File: config.mk
export PLATFORM = sky130hd
export DESIGN_NAME = rxf_engine
export DESIGN_NICKNAME = d
export VERILOG_FILES = /design/src/rtl/rxf_pkg.sv /design/src/rtl/rxf_budget.sv /design/src/rtl/rxf_starve.sv /design/src/rtl/rxf_seq.sv /design/src/rtl/rxf_engine.sv
export SDC_FILE = /design/constraint.sdc
export NUM_CORES = 1
export LEC_CHECK = 0
export BUFFER_PORTS_ARGS = -buffer_cell sky130_fd_sc_hd__buf_2
export CELL_PAD_IN_SITES_DETAIL_PLACEMENT = 2
export CELL_PAD_IN_SITES_GLOBAL_PLACEMENT = 2
export CORE_AREA = 5 5 215 217
export CTS_BUF_LIST = sky130_fd_sc_hd__clkbuf_4 sky130_fd_sc_hd__clkbuf_8 sky130_fd_sc_hd__clkbuf_16
export CTS_CLUSTER_DIAMETER = 100
export DETAILED_ROUTE_END_ITERATION = 10
export DIE_AREA = 0 0 220 222
export HOLD_SLACK_MARGIN = 0.05
export PLACE_DENSITY_LB_ADDON = 0.1
export RECOVER_POWER = 25
export REMOVE_ABC_BUFFERS = 1
export SYNTH_ARGS = -nofsm -noshare
export SYNTH_HDL_FRONTEND = slang
export SYNTH_SLANG_ARGS = --single-unit
File: constraint.sdc
create_clock -name clk -period 4.7 [get_ports clk]
set_clock_uncertainty 0.15 [all_clocks]
set_input_delay 0.47 -clock clk [delete_from_list [all_inputs] [get_ports clk]]
set_output_delay 0.47 -clock clk [all_outputs]
set_load 0.02 [all_outputs]
File: src/rtl/rxf_pkg.sv
package rxf_pkg;

  localparam int RXF_LEN_W = 22;
  localparam int RXF_AW    = 32;
  localparam int RXF_DW    = 32;

  // byte offsets of descriptor words
  localparam logic [RXF_AW-1:0] OFS_HDR   = 32'd0;
  localparam logic [RXF_AW-1:0] OFS_INFO  = 32'd8;
  localparam logic [RXF_AW-1:0] OFS_BLEN  = 32'd12;
  localparam logic [RXF_AW-1:0] OFS_BPTR  = 32'd16;
  localparam logic [RXF_AW-1:0] OFS_LINK  = 32'd20;
  localparam logic [RXF_AW-1:0] OFS_OLEN  = 32'd24;
  localparam logic [RXF_AW-1:0] OFS_OPTR  = 32'd28;

  typedef enum logic [3:0] {
    ST_IDLE, ST_POP, ST_RD_OLEN, ST_RD_OPTR, ST_WR_BLEN, ST_WR_BPTR,
    ST_WR_LINK, ST_RD_INFO, ST_WR_INFO, ST_WR_HDR, ST_WR_TAIL, ST_PUSH
  } rxf_state_e;

  function automatic logic [RXF_LEN_W-1:0] rxf_fill(
    input logic [RXF_LEN_W-1:0] left, input logic [RXF_LEN_W-1:0] cap);
    return (left < cap) ? left : cap;
  endfunction

  function automatic logic [RXF_DW-1:0] rxf_hdr_word(
    input logic [4:0] ptype, input logic ps_loc, input logic [RXF_LEN_W-1:0] len);
    return {2'b00, ptype, 2'b00, ps_loc, len};
  endfunction

  function automatic logic [RXF_DW-1:0] rxf_info_word(
    input logic epib, input logic [5:0] ps_words, input logic [RXF_DW-1:0] old);
    return {epib, 1'b0, ps_words, 8'h00, old[15:0]};
  endfunction

endpackage

File: src/rtl/rxf_budget.sv
module rxf_budget
  import rxf_pkg::*;
(
  input  logic                 clk,
  input  logic                 rst_n,
  input  logic                 load,
  input  logic [RXF_LEN_W-1:0] load_len,
  input  logic                 commit,
  input  logic [RXF_LEN_W-1:0] cap,
  output logic [RXF_LEN_W-1:0] fill,
  output logic                 done
);

  logic [RXF_LEN_W-1:0] left_q;

  assign fill = rxf_fill(left_q, cap);
  assign done = (left_q == '0);

  always_ff @(posedge clk) begin
    if (!rst_n)      left_q <= '0;
    else if (load)   left_q <= load_len;
    else if (commit) left_q <= left_q - fill;
  end

  // a buffer that is not filled to its size must end the packet
  AST_SHORT_IS_LAST: assert property (@(posedge clk) disable iff (!rst_n)
    (commit && (fill != cap)) |=> done);

  AST_FILL_NOT_ABOVE_CAP: assert property (@(posedge clk) disable iff (!rst_n)
    commit |=> (left_q + $past(cap) >= $past(left_q)));

endmodule

File: src/rtl/rxf_starve.sv
module rxf_starve #(
  parameter int CNT_W = 16
) (
  input  logic             clk,
  input  logic             rst_n,
  input  logic             waiting,
  input  logic             popped,
  output logic [CNT_W-1:0] cnt
);

  logic in_episode;
  wire  ev_new_episode = waiting && !in_episode;

  always_ff @(posedge clk) begin
    if (!rst_n) begin
      cnt        <= '0;
      in_episode <= 1'b0;
    end else if (popped) begin
      in_episode <= 1'b0;
    end else if (ev_new_episode) begin
      in_episode <= 1'b1;
      if (cnt != '1) cnt <= cnt + 1'b1;
    end
  end

  AST_STARVE_STEP: assert property (@(posedge clk) disable iff (!rst_n)
    !$stable(cnt) |-> (cnt == $past(cnt) + 1'b1));

  AST_STARVE_CAUSE: assert property (@(posedge clk) disable iff (!rst_n)
    !$stable(cnt) |-> $past(waiting));

endmodule

File: src/rtl/rxf_seq.sv
module rxf_seq
  import rxf_pkg::*;
(
  input  logic                 clk,
  input  logic                 rst_n,
  input  logic                 pkt_valid,
  output logic                 pkt_ready,
  input  logic [RXF_LEN_W-1:0] pkt_len,
  input  logic [4:0]           pkt_type,
  input  logic                 pkt_ps_loc,
  input  logic                 pkt_epib,
  input  logic [5:0]           pkt_ps_words,
  input  logic                 fq_empty,
  input  logic [RXF_AW-1:0]    fq_desc,
  output logic                 fq_pop,
  output logic                 mem_en,
  output logic                 mem_we,
  output logic [RXF_AW-1:0]    mem_addr,
  output logic [RXF_DW-1:0]    mem_wdata,
  input  logic [RXF_DW-1:0]    mem_rdata,
  output logic                 dq_push,
  output logic [RXF_AW-1:0]    dq_desc,
  output logic                 bud_load,
  output logic                 bud_commit,
  output logic [RXF_LEN_W-1:0] bud_cap,
  input  logic [RXF_LEN_W-1:0] bud_fill,
  input  logic                 bud_done,
  output logic                 starve_wait
);

  rxf_state_e st_q, st_d;

  logic [RXF_AW-1:0]    cur_q, prev_q, head_q, bptr_q;
  logic [RXF_LEN_W-1:0] blen_q, len_q;
  logic [4:0]           type_q;
  logic                 loc_q, epib_q, first_q, is_head_q;
  logic [5:0]           ps_q;

  wire ev_accept = pkt_valid && pkt_ready;
  wire ev_pop    = (st_q == ST_POP) && !fq_empty;
  wire ev_commit = (st_q == ST_WR_BLEN);
  wire ev_push   = (st_q == ST_PUSH);

  assign pkt_ready   = (st_q == ST_IDLE);
  assign fq_pop      = ev_pop;
  assign dq_push     = ev_push;
  assign dq_desc     = head_q;
  assign bud_load    = ev_accept;
  assign bud_commit  = ev_commit;
  assign bud_cap     = blen_q;
  assign starve_wait = (st_q == ST_POP) && fq_empty;

  // next state
  always_comb begin
    st_d = st_q;
    unique case (st_q)
      ST_IDLE:    if (pkt_valid) st_d = ST_POP;
      ST_POP:     if (!fq_empty) st_d = ST_RD_OLEN;
      ST_RD_OLEN: st_d = ST_RD_OPTR;
      ST_RD_OPTR: st_d = ST_WR_BLEN;
      ST_WR_BLEN: st_d = ST_WR_BPTR;
      ST_WR_BPTR: st_d = is_head_q ? ST_RD_INFO : ST_WR_LINK;
      ST_RD_INFO: st_d = ST_WR_INFO;
      ST_WR_INFO: st_d = ST_WR_HDR;
      ST_WR_HDR,
      ST_WR_LINK: st_d = bud_done ? ST_WR_TAIL : ST_POP;
      ST_WR_TAIL: st_d = ST_PUSH;
      ST_PUSH:    st_d = ST_IDLE;
      default:    st_d = ST_IDLE;
    endcase
  end

  // memory port
  always_comb begin
    mem_en    = 1'b0;
    mem_we    = 1'b0;
    mem_addr  = cur_q;
    mem_wdata = '0;
    unique case (st_q)
      ST_RD_OLEN: begin mem_en = 1'b1; mem_addr = cur_q + OFS_OLEN; end
      ST_RD_OPTR: begin mem_en = 1'b1; mem_addr = cur_q + OFS_OPTR; end
      ST_RD_INFO: begin mem_en = 1'b1; mem_addr = cur_q + OFS_INFO; end
      ST_WR_BLEN: begin
        mem_en = 1'b1; mem_we = 1'b1; mem_addr = cur_q + OFS_BLEN;
        mem_wdata = {{(RXF_DW-RXF_LEN_W){1'b0}}, bud_fill};
      end
      ST_WR_BPTR: begin
        mem_en = 1'b1; mem_we = 1'b1; mem_addr = cur_q + OFS_BPTR;
        mem_wdata = bptr_q;
      end
      ST_WR_LINK: begin
        mem_en = 1'b1; mem_we = 1'b1; mem_addr = prev_q + OFS_LINK;
        mem_wdata = cur_q;
      end
      ST_WR_INFO: begin
        mem_en = 1'b1; mem_we = 1'b1; mem_addr = cur_q + OFS_INFO;
        mem_wdata = rxf_info_word(epib_q, ps_q, mem_rdata);
      end
      ST_WR_HDR: begin
        mem_en = 1'b1; mem_we = 1'b1; mem_addr = cur_q + OFS_HDR;
        mem_wdata = rxf_hdr_word(type_q, loc_q, len_q);
      end
      ST_WR_TAIL: begin
        mem_en = 1'b1; mem_we = 1'b1; mem_addr = cur_q + OFS_LINK;
        mem_wdata = '0;
      end
      default: ;
    endcase
  end

  always_ff @(posedge clk) begin
    if (!rst_n) begin
      st_q      <= ST_IDLE;
      cur_q     <= '0;
      prev_q    <= '0;
      head_q    <= '0;
      bptr_q    <= '0;
      blen_q    <= '0;
      len_q     <= '0;
      type_q    <= '0;
      loc_q     <= 1'b0;
      epib_q    <= 1'b0;
      ps_q      <= '0;
      first_q   <= 1'b0;
      is_head_q <= 1'b0;
    end else begin
      st_q <= st_d;
      if (ev_accept) begin
        len_q   <= pkt_len;
        type_q  <= pkt_type;
        loc_q   <= pkt_ps_loc;
        epib_q  <= pkt_epib;
        ps_q    <= pkt_ps_words;
        first_q <= 1'b1;
      end
      if (ev_pop) begin
        prev_q    <= cur_q;
        cur_q     <= fq_desc;
        is_head_q <= first_q;
        first_q   <= 1'b0;
        if (first_q) head_q <= fq_desc;
      end
      if (st_q == ST_RD_OPTR) blen_q <= mem_rdata[RXF_LEN_W-1:0];
      if (st_q == ST_WR_BLEN) bptr_q <= mem_rdata;
    end
  end

  AST_POP_ONLY_AVAIL: assert property (@(posedge clk) disable iff (!rst_n)
    fq_pop |-> !fq_empty);

  AST_ORIG_UNTOUCHED: assert property (@(posedge clk) disable iff (!rst_n)
    (mem_en && mem_we) |-> (mem_addr[4:0] != 5'd24 && mem_addr[4:0] != 5'd28));

  AST_TAIL_BEFORE_PUSH: assert property (@(posedge clk) disable iff (!rst_n)
    dq_push |-> $past(mem_en && mem_we && mem_wdata == '0 && mem_addr[4:0] == 5'd20));

  AST_PUSH_SINGLE: assert property (@(posedge clk) disable iff (!rst_n)
    dq_push |=> (!dq_push && pkt_ready));

  AST_BUSY_AFTER_ACCEPT: assert property (@(posedge clk) disable iff (!rst_n)
    (pkt_valid && pkt_ready) |=> !pkt_ready);

  AST_QUIET_WHEN_IDLE: assert property (@(posedge clk) disable iff (!rst_n)
    pkt_ready |-> (!mem_en && !fq_pop && !dq_push));

endmodule

File: src/rtl/rxf_engine.sv
module rxf_engine
  import rxf_pkg::*;
#(
  parameter int CNT_W = 16
) (
  input  logic                 clk,
  input  logic                 rst_n,
  input  logic                 pkt_valid,
  output logic                 pkt_ready,
  input  logic [RXF_LEN_W-1:0] pkt_len,
  input  logic [4:0]           pkt_type,
  input  logic                 pkt_ps_loc,
  input  logic                 pkt_epib,
  input  logic [5:0]           pkt_ps_words,
  input  logic                 fq_empty,
  input  logic [RXF_AW-1:0]    fq_desc,
  output logic                 fq_pop,
  output logic                 mem_en,
  output logic                 mem_we,
  output logic [RXF_AW-1:0]    mem_addr,
  output logic [RXF_DW-1:0]    mem_wdata,
  input  logic [RXF_DW-1:0]    mem_rdata,
  output logic                 dq_push,
  output logic [RXF_AW-1:0]    dq_desc,
  output logic [CNT_W-1:0]     starve_cnt
);

  logic                 bud_load, bud_commit, bud_done, starve_wait;
  logic [RXF_LEN_W-1:0] bud_cap, bud_fill;

  rxf_seq u_seq (
    .clk          (clk),
    .rst_n        (rst_n),
    .pkt_valid    (pkt_valid),
    .pkt_ready    (pkt_ready),
    .pkt_len      (pkt_len),
    .pkt_type     (pkt_type),
    .pkt_ps_loc   (pkt_ps_loc),
    .pkt_epib     (pkt_epib),
    .pkt_ps_words (pkt_ps_words),
    .fq_empty     (fq_empty),
    .fq_desc      (fq_desc),
    .fq_pop       (fq_pop),
    .mem_en       (mem_en),
    .mem_we       (mem_we),
    .mem_addr     (mem_addr),
    .mem_wdata    (mem_wdata),
    .mem_rdata    (mem_rdata),
    .dq_push      (dq_push),
    .dq_desc      (dq_desc),
    .bud_load     (bud_load),
    .bud_commit   (bud_commit),
    .bud_cap      (bud_cap),
    .bud_fill     (bud_fill),
    .bud_done     (bud_done),
    .starve_wait  (starve_wait)
  );

  rxf_budget u_budget (
    .clk      (clk),
    .rst_n    (rst_n),
    .load     (bud_load),
    .load_len (pkt_len),
    .commit   (bud_commit),
    .cap      (bud_cap),
    .fill     (bud_fill),
    .done     (bud_done)
  );

  rxf_starve #(.CNT_W(CNT_W)) u_starve (
    .clk     (clk),
    .rst_n   (rst_n),
    .waiting (starve_wait),
    .popped  (fq_pop),
    .cnt     (starve_cnt)
  );

endmodule

* Yosys cells after proc, flatten, opt, wreduce, memory -nomap -nowiden *
Index checks and enable logic that the tools add are counted.
Widths: inputs -> output; s select.

word-level totals
  bits in latches = 0
  logic and storage cells = 71
  memories = 0
  bits in registers = 230
  RAM bits = 0
  bits in read-only memories = 0
  output and inout bits = 117

operators by class
  shift operators = 0
  reductions and logical operators = 17
  multipliers = 0
  div/mod/pow operators = 0
  order comparisons = 1
  equality and inequality tests = 14
  bitwise logic cells = 2
  add/sub/neg operators = 9
  muxes and demuxes = 12

operators with widths
  cell                   number
  $pmux 32 s7            1
  $add 32x5->32 const B  5
  $pmux 32 s5            1
  $mux 22                3
  $add 32x4->32 const B  2
  $pmux 4 s10            1
  $logic_not 22->1       1
  $lt 22x22->1           1
  $sub 22x22->22         1
  $add 16x1->16 const B  1
  $eq 4x3->1 const B     4
  $eq 4x4->1 const B     4
  $ne 16x16->1 const B   1
  $mux 4                 3
  $reduce_or 9->1        1
  $eq 4x2->1 const B     2
  $reduce_or 2->1        3
  $reduce_or 6->1        1
  $eq 4x1->1 const B     1
  $logic_and 1x1->1      4
  $logic_not 4->1        1
  $ne 2x2->1 const B     2
  $reduce_and 2->1       2
  $mux 1                 3
  4 further kinds        6

* Depth between registers and ports, before layout *
  word-level depth = 5
  mapped depth = 21
  depth with buffers taken out = 19

* Cells and area by module *
A second synthesis with hierarchy kept.

unflattened totals
  cells, all modules = 2029
  area, all modules = 15213.3 um^2

by module, submodules not included
  module      seq. area each (um^2)  times used  area each (um^2)  cells each
  rxf_seq     3823.7                 1           11394.7           1547
  rxf_budget  440.4                  1           2926.6            378
  rxf_starve  340.3                  1           892.1             104

* Worst setup path after synthesis *
Ideal clock, no wire load.

  path type = register to output
  from = register u_seq.st_q[3]
  to = output mem_addr[14]
  stages on the path, launching flop included = 17
  arrival time = 3.927 ns
  setup slack = 0.153 ns
  data required time = 4.080 ns
  cell sequence = dfxtp_1 buf_6 nand4bb_1 buf_4 clkbuf_1 clkbuf_1 buf_1 clkbuf_1 nand2_1 o21ai_0 ha_1 inv_1 a21oi_1 and3_1 clkbuf_1 a21oi_1 o311ai_0

between the ends
  word-level cells in the longest chain between the ends = 3
  elaborated cells between the ends (all ways) = 10
  those cells by class = 8 x eq/ne; 1 x mux; 1 x reduce/logical

ends and longest elaborated chain
  item                                      RTL line          source
  start, declared                           rxf_seq.sv:31     rxf_state_e st_q, st_d;
  start signal, assigned                    rxf_seq.sv:127    st_q <= st_d;
  $eq 4x3->1 or $eq 4x4->1 (tied branches)  rxf_seq.sv:79     unique case (st_q)
  $reduce_or 2->1 (no source line)          n/a
  $pmux 32 s7 *                             rxf_seq.sv:79
  end, declared                             rxf_engine.sv:20  output logic [RXF_AW-1:0] mem_addr,

Mark *: on every way between the ends. The rest lies on a longest branch, timed or not.

* Worst setup path after layout *
  from = register u_seq.st_q[1]
  to = output mem_addr[28]

Same word-level chain as after synthesis.

==> run metrics <==
status finished, final reports clean; Routed WL 67700 µm; drt first pass iters 5; post-route ant nets 0; antenna violations before repair 5; I/O Buffers about 220; Rows 77; crit start category flop; CP Capture Type primary output; Top-Level Pins between 200 and 250; PwrDens 395 mW/mm²; pin count of the biggest net entering global routing 108; initial DRC count 919; Post-synth EDFFs 0; Nets 2373; Worst Path Class, Setup reg -> out; most frequent cells in the layout nand2_1, a21oi_1, dfxtp_1; VDD IR-drop max 0.000303 V; register area share after synthesis about a third; CTS tree built; Worst-path clk slew around 0.060 ns; DP Worst Slack -0.195 ns; clock power share 35.4%; Post-route DRC 0; htree depth 1; Yosys cell types just under 90; Core ar. 0.0439 mm²; Req. time, crit path 4.08 ns; global-route wire length before repair ~100000 µm; Reg power frac 31.7%; Placer Congestion 0.918; Die Area 0.0488 mm²; Initial Utilization 31.7%; Clock Tree Buf Depth 3; gr ovfl total 0; Clock Latency Late Sink around 0.61 ns; clk root buf clkbuf_16; Setup TNS Final 0 ns; Syn-to-layout area delta 28.7%; Synth Instances 1952; combinational power share 32.8%; Avg Cell Area, Syn roughly 7 µm²; commonest non-fill, non-tap cell in the layout nand2_1; routed len/inst 23.9 µm; Final Setup Violations 0; Cell Int Power approximately 4500 µW; FFs w/ async S/R, synth 0%; class of the worst hold path in -> reg; post-synth top area share ~33%; leading area contributor after synthesis dfxtp_1; max-slew violation count 0; Die Y-Extent 222 µm; DP HPWL 47000 µm; DR vias/cell 5.61; sw frac 36.4%; CP max FO 12; PnR Total Power 7070 µW; WP data arrival about 3.8 ns; FF+latch count, synth 230; Yosys warnings 0; Mapped Area between 0.01 and 0.015 mm²; Overall Global Routing Usage 26.8%; top cells by area, synth dfxtp_1, nand2_1, a21oi_1, ha_1, o21ai_0; Pleak 0.00662 µW; setup ws final 0.236 ns; Vias 15900; chip width ~220 µm; worst slew pin tran 1.10 ns; Final Critical Period 4.46 ns; NetSw 2570 µW; clock sink count 230; Num CTS Buffers 30; vias in the first global route 17500; final hold vios 0; Most used DFF post-synth dfxtp_1; FILL cells 5155; FMAX 224 MHz; layout cells sized above 1 16.1%; MaxCap Viol Count 0; period utilization between 90% and 100%; Slew headroom 26.5%
## through the flow
step | instance area (µm²) | utilization, % | std cells | hold WS, ns
after floorplan | 13300 | - | 1798 | 0.286
after global placement | 15700 | 35.7 | 2677 | 0.290
after detailed placement | 15700 | 35.7 | 2677 | 0.297
after CTS | 17800 | 40.5 | 2831 | 0.0530
after global routing | 17900 | 40.7 | 2837 | 0.0728
final | 17900 | 40.7 | 2837 | 0.0973
## synthesized netlist by cell type (all sizes together), types with 7 or more instances
cell type  number
nand4          19
and3           20
a222oi          9
xnor2          43
a21oi         312
nor2           93
a22o           18
o21ai         105
dfxtp         230
nand2b          9
and4            8
o211ai         12
nand3          45
nand2         505
a22oi          21
a21o            9
and2           10
or3            14
nor2b          10
inv            36
a31oi          16
o22ai          10
nor4           16
mux2i           7
xor2           22
clkbuf        115
nor3           22
o311ai          7
buf            39
o221ai         17
a221oi         20
ha             48
## area by class of cell
| type | count | area, µm² | share of cell area, % |
|---|---|---|---|
| Multi-Input combinational cell | 1531 | 8700 | 48.6 |
| Inverter | 37 | 144 | 0.804 |
| Clock inverter | 12 | 183 | 1.02 |
| Antenna cell | 1 | 2.50 | 0.0140 |
| Sequential cell | 230 | 4610 | 25.7 |
| Tap cell | 592 | 741 | 4.14 |
| Clock buffer | 44 | 906 | 5.06 |
| Timing Repair Buffer | 390 | 2610 | 14.6 |
## worst max-delay path, cell delays in order (launching register included)
cell,delay (ns)
dfxtp_2,0.39
nand2b_1,0.25
nor3_2,0.21
inv_2,0.07
ha_1,0.32
nor2b_4,0.22
o211ai_1,0.26
buf_4,0.23
nor2_2,0.17
a21oi_1,0.12
nor4_2,0.27
o211a_1,0.23
a311oi_1,0.09
a211o_1,0.27
buf_2,0.16
## metal layers
layer | vias up | track usage [%] | routed length, µm
li1 | 7423 | - | -
met1 | 7974 | 34.6 | 29800
met2 | 400 | 46.4 | 32600
met3 | 99 | 4.67 | 3440
met4 | 6 | 6.80 | 1880
met5 | - | 0 | 37
## sequential cells by signal, summed over array words and instances (netlist names), 4 cells and up
name and flops:
u_seq.dq_desc 32, u_seq.len_q 22, u_seq.bptr_q 32, u_seq.type_q 5, u_seq.bud_cap 22, u_seq.ps_q 6
u_seq.cur_q 32, u_seq.prev_q 32, u_seq.st_q 4, u_budget.left_q 22, u_starve.cnt 16
## final timing paths
check | to | slack, ns | from | cells after the start
setup / recovery | mem_addr[28] | 0.24 | u_seq.st_q[1] | 14
hold / removal | u_seq.len_q[12] | 0.1 | pkt_len[12] | 3
setup reg to reg | u_budget.left_q[16] | 0.27 | u_seq.bud_cap[9] | 18
hold reg to reg | u_seq.dq_desc[14] | 0.31 | u_seq.dq_desc[14] | 2
## timing repair
action / 4_1_cts / 5_1_grt
setup buffers: 0 / 4
endpoints found under the hold margin: 164 / 0
pin swaps: 1 / 8
gates resized for setup: 9 / 34
hold buffers: 98 / 0
setup endpoints to repair: 8 / 26
gates cloned: 0 / 1
## power by group through the flow
stage          logic (µW)  registers, µW  clock network [µW]
5_1_grt              2540           2260                2650
2_1_floorplan        1240           2240                   0
3_5_place_dp         2050           2280                   0
3_3_place_gp         1980           2270                   0
6_report             2320           2240                2510
4_1_cts              2160           2240                2570
## kinds of logic (layout without fill, tap and decap cells)
group           count (synthesis)  after routing  synth area share, %
flops                         230            230                 33.1
mux                            12             12                0.909
compound gates                613            613                 26.9
xor+xnor                       65             65                 4.09
fa+ha+maj                      50             50                 4.61
simple gates                  791            791                 24.9
buf+inv                       191            483                 5.46
other cells                     0              1                    0
Power figures use the tool's default switching activity.
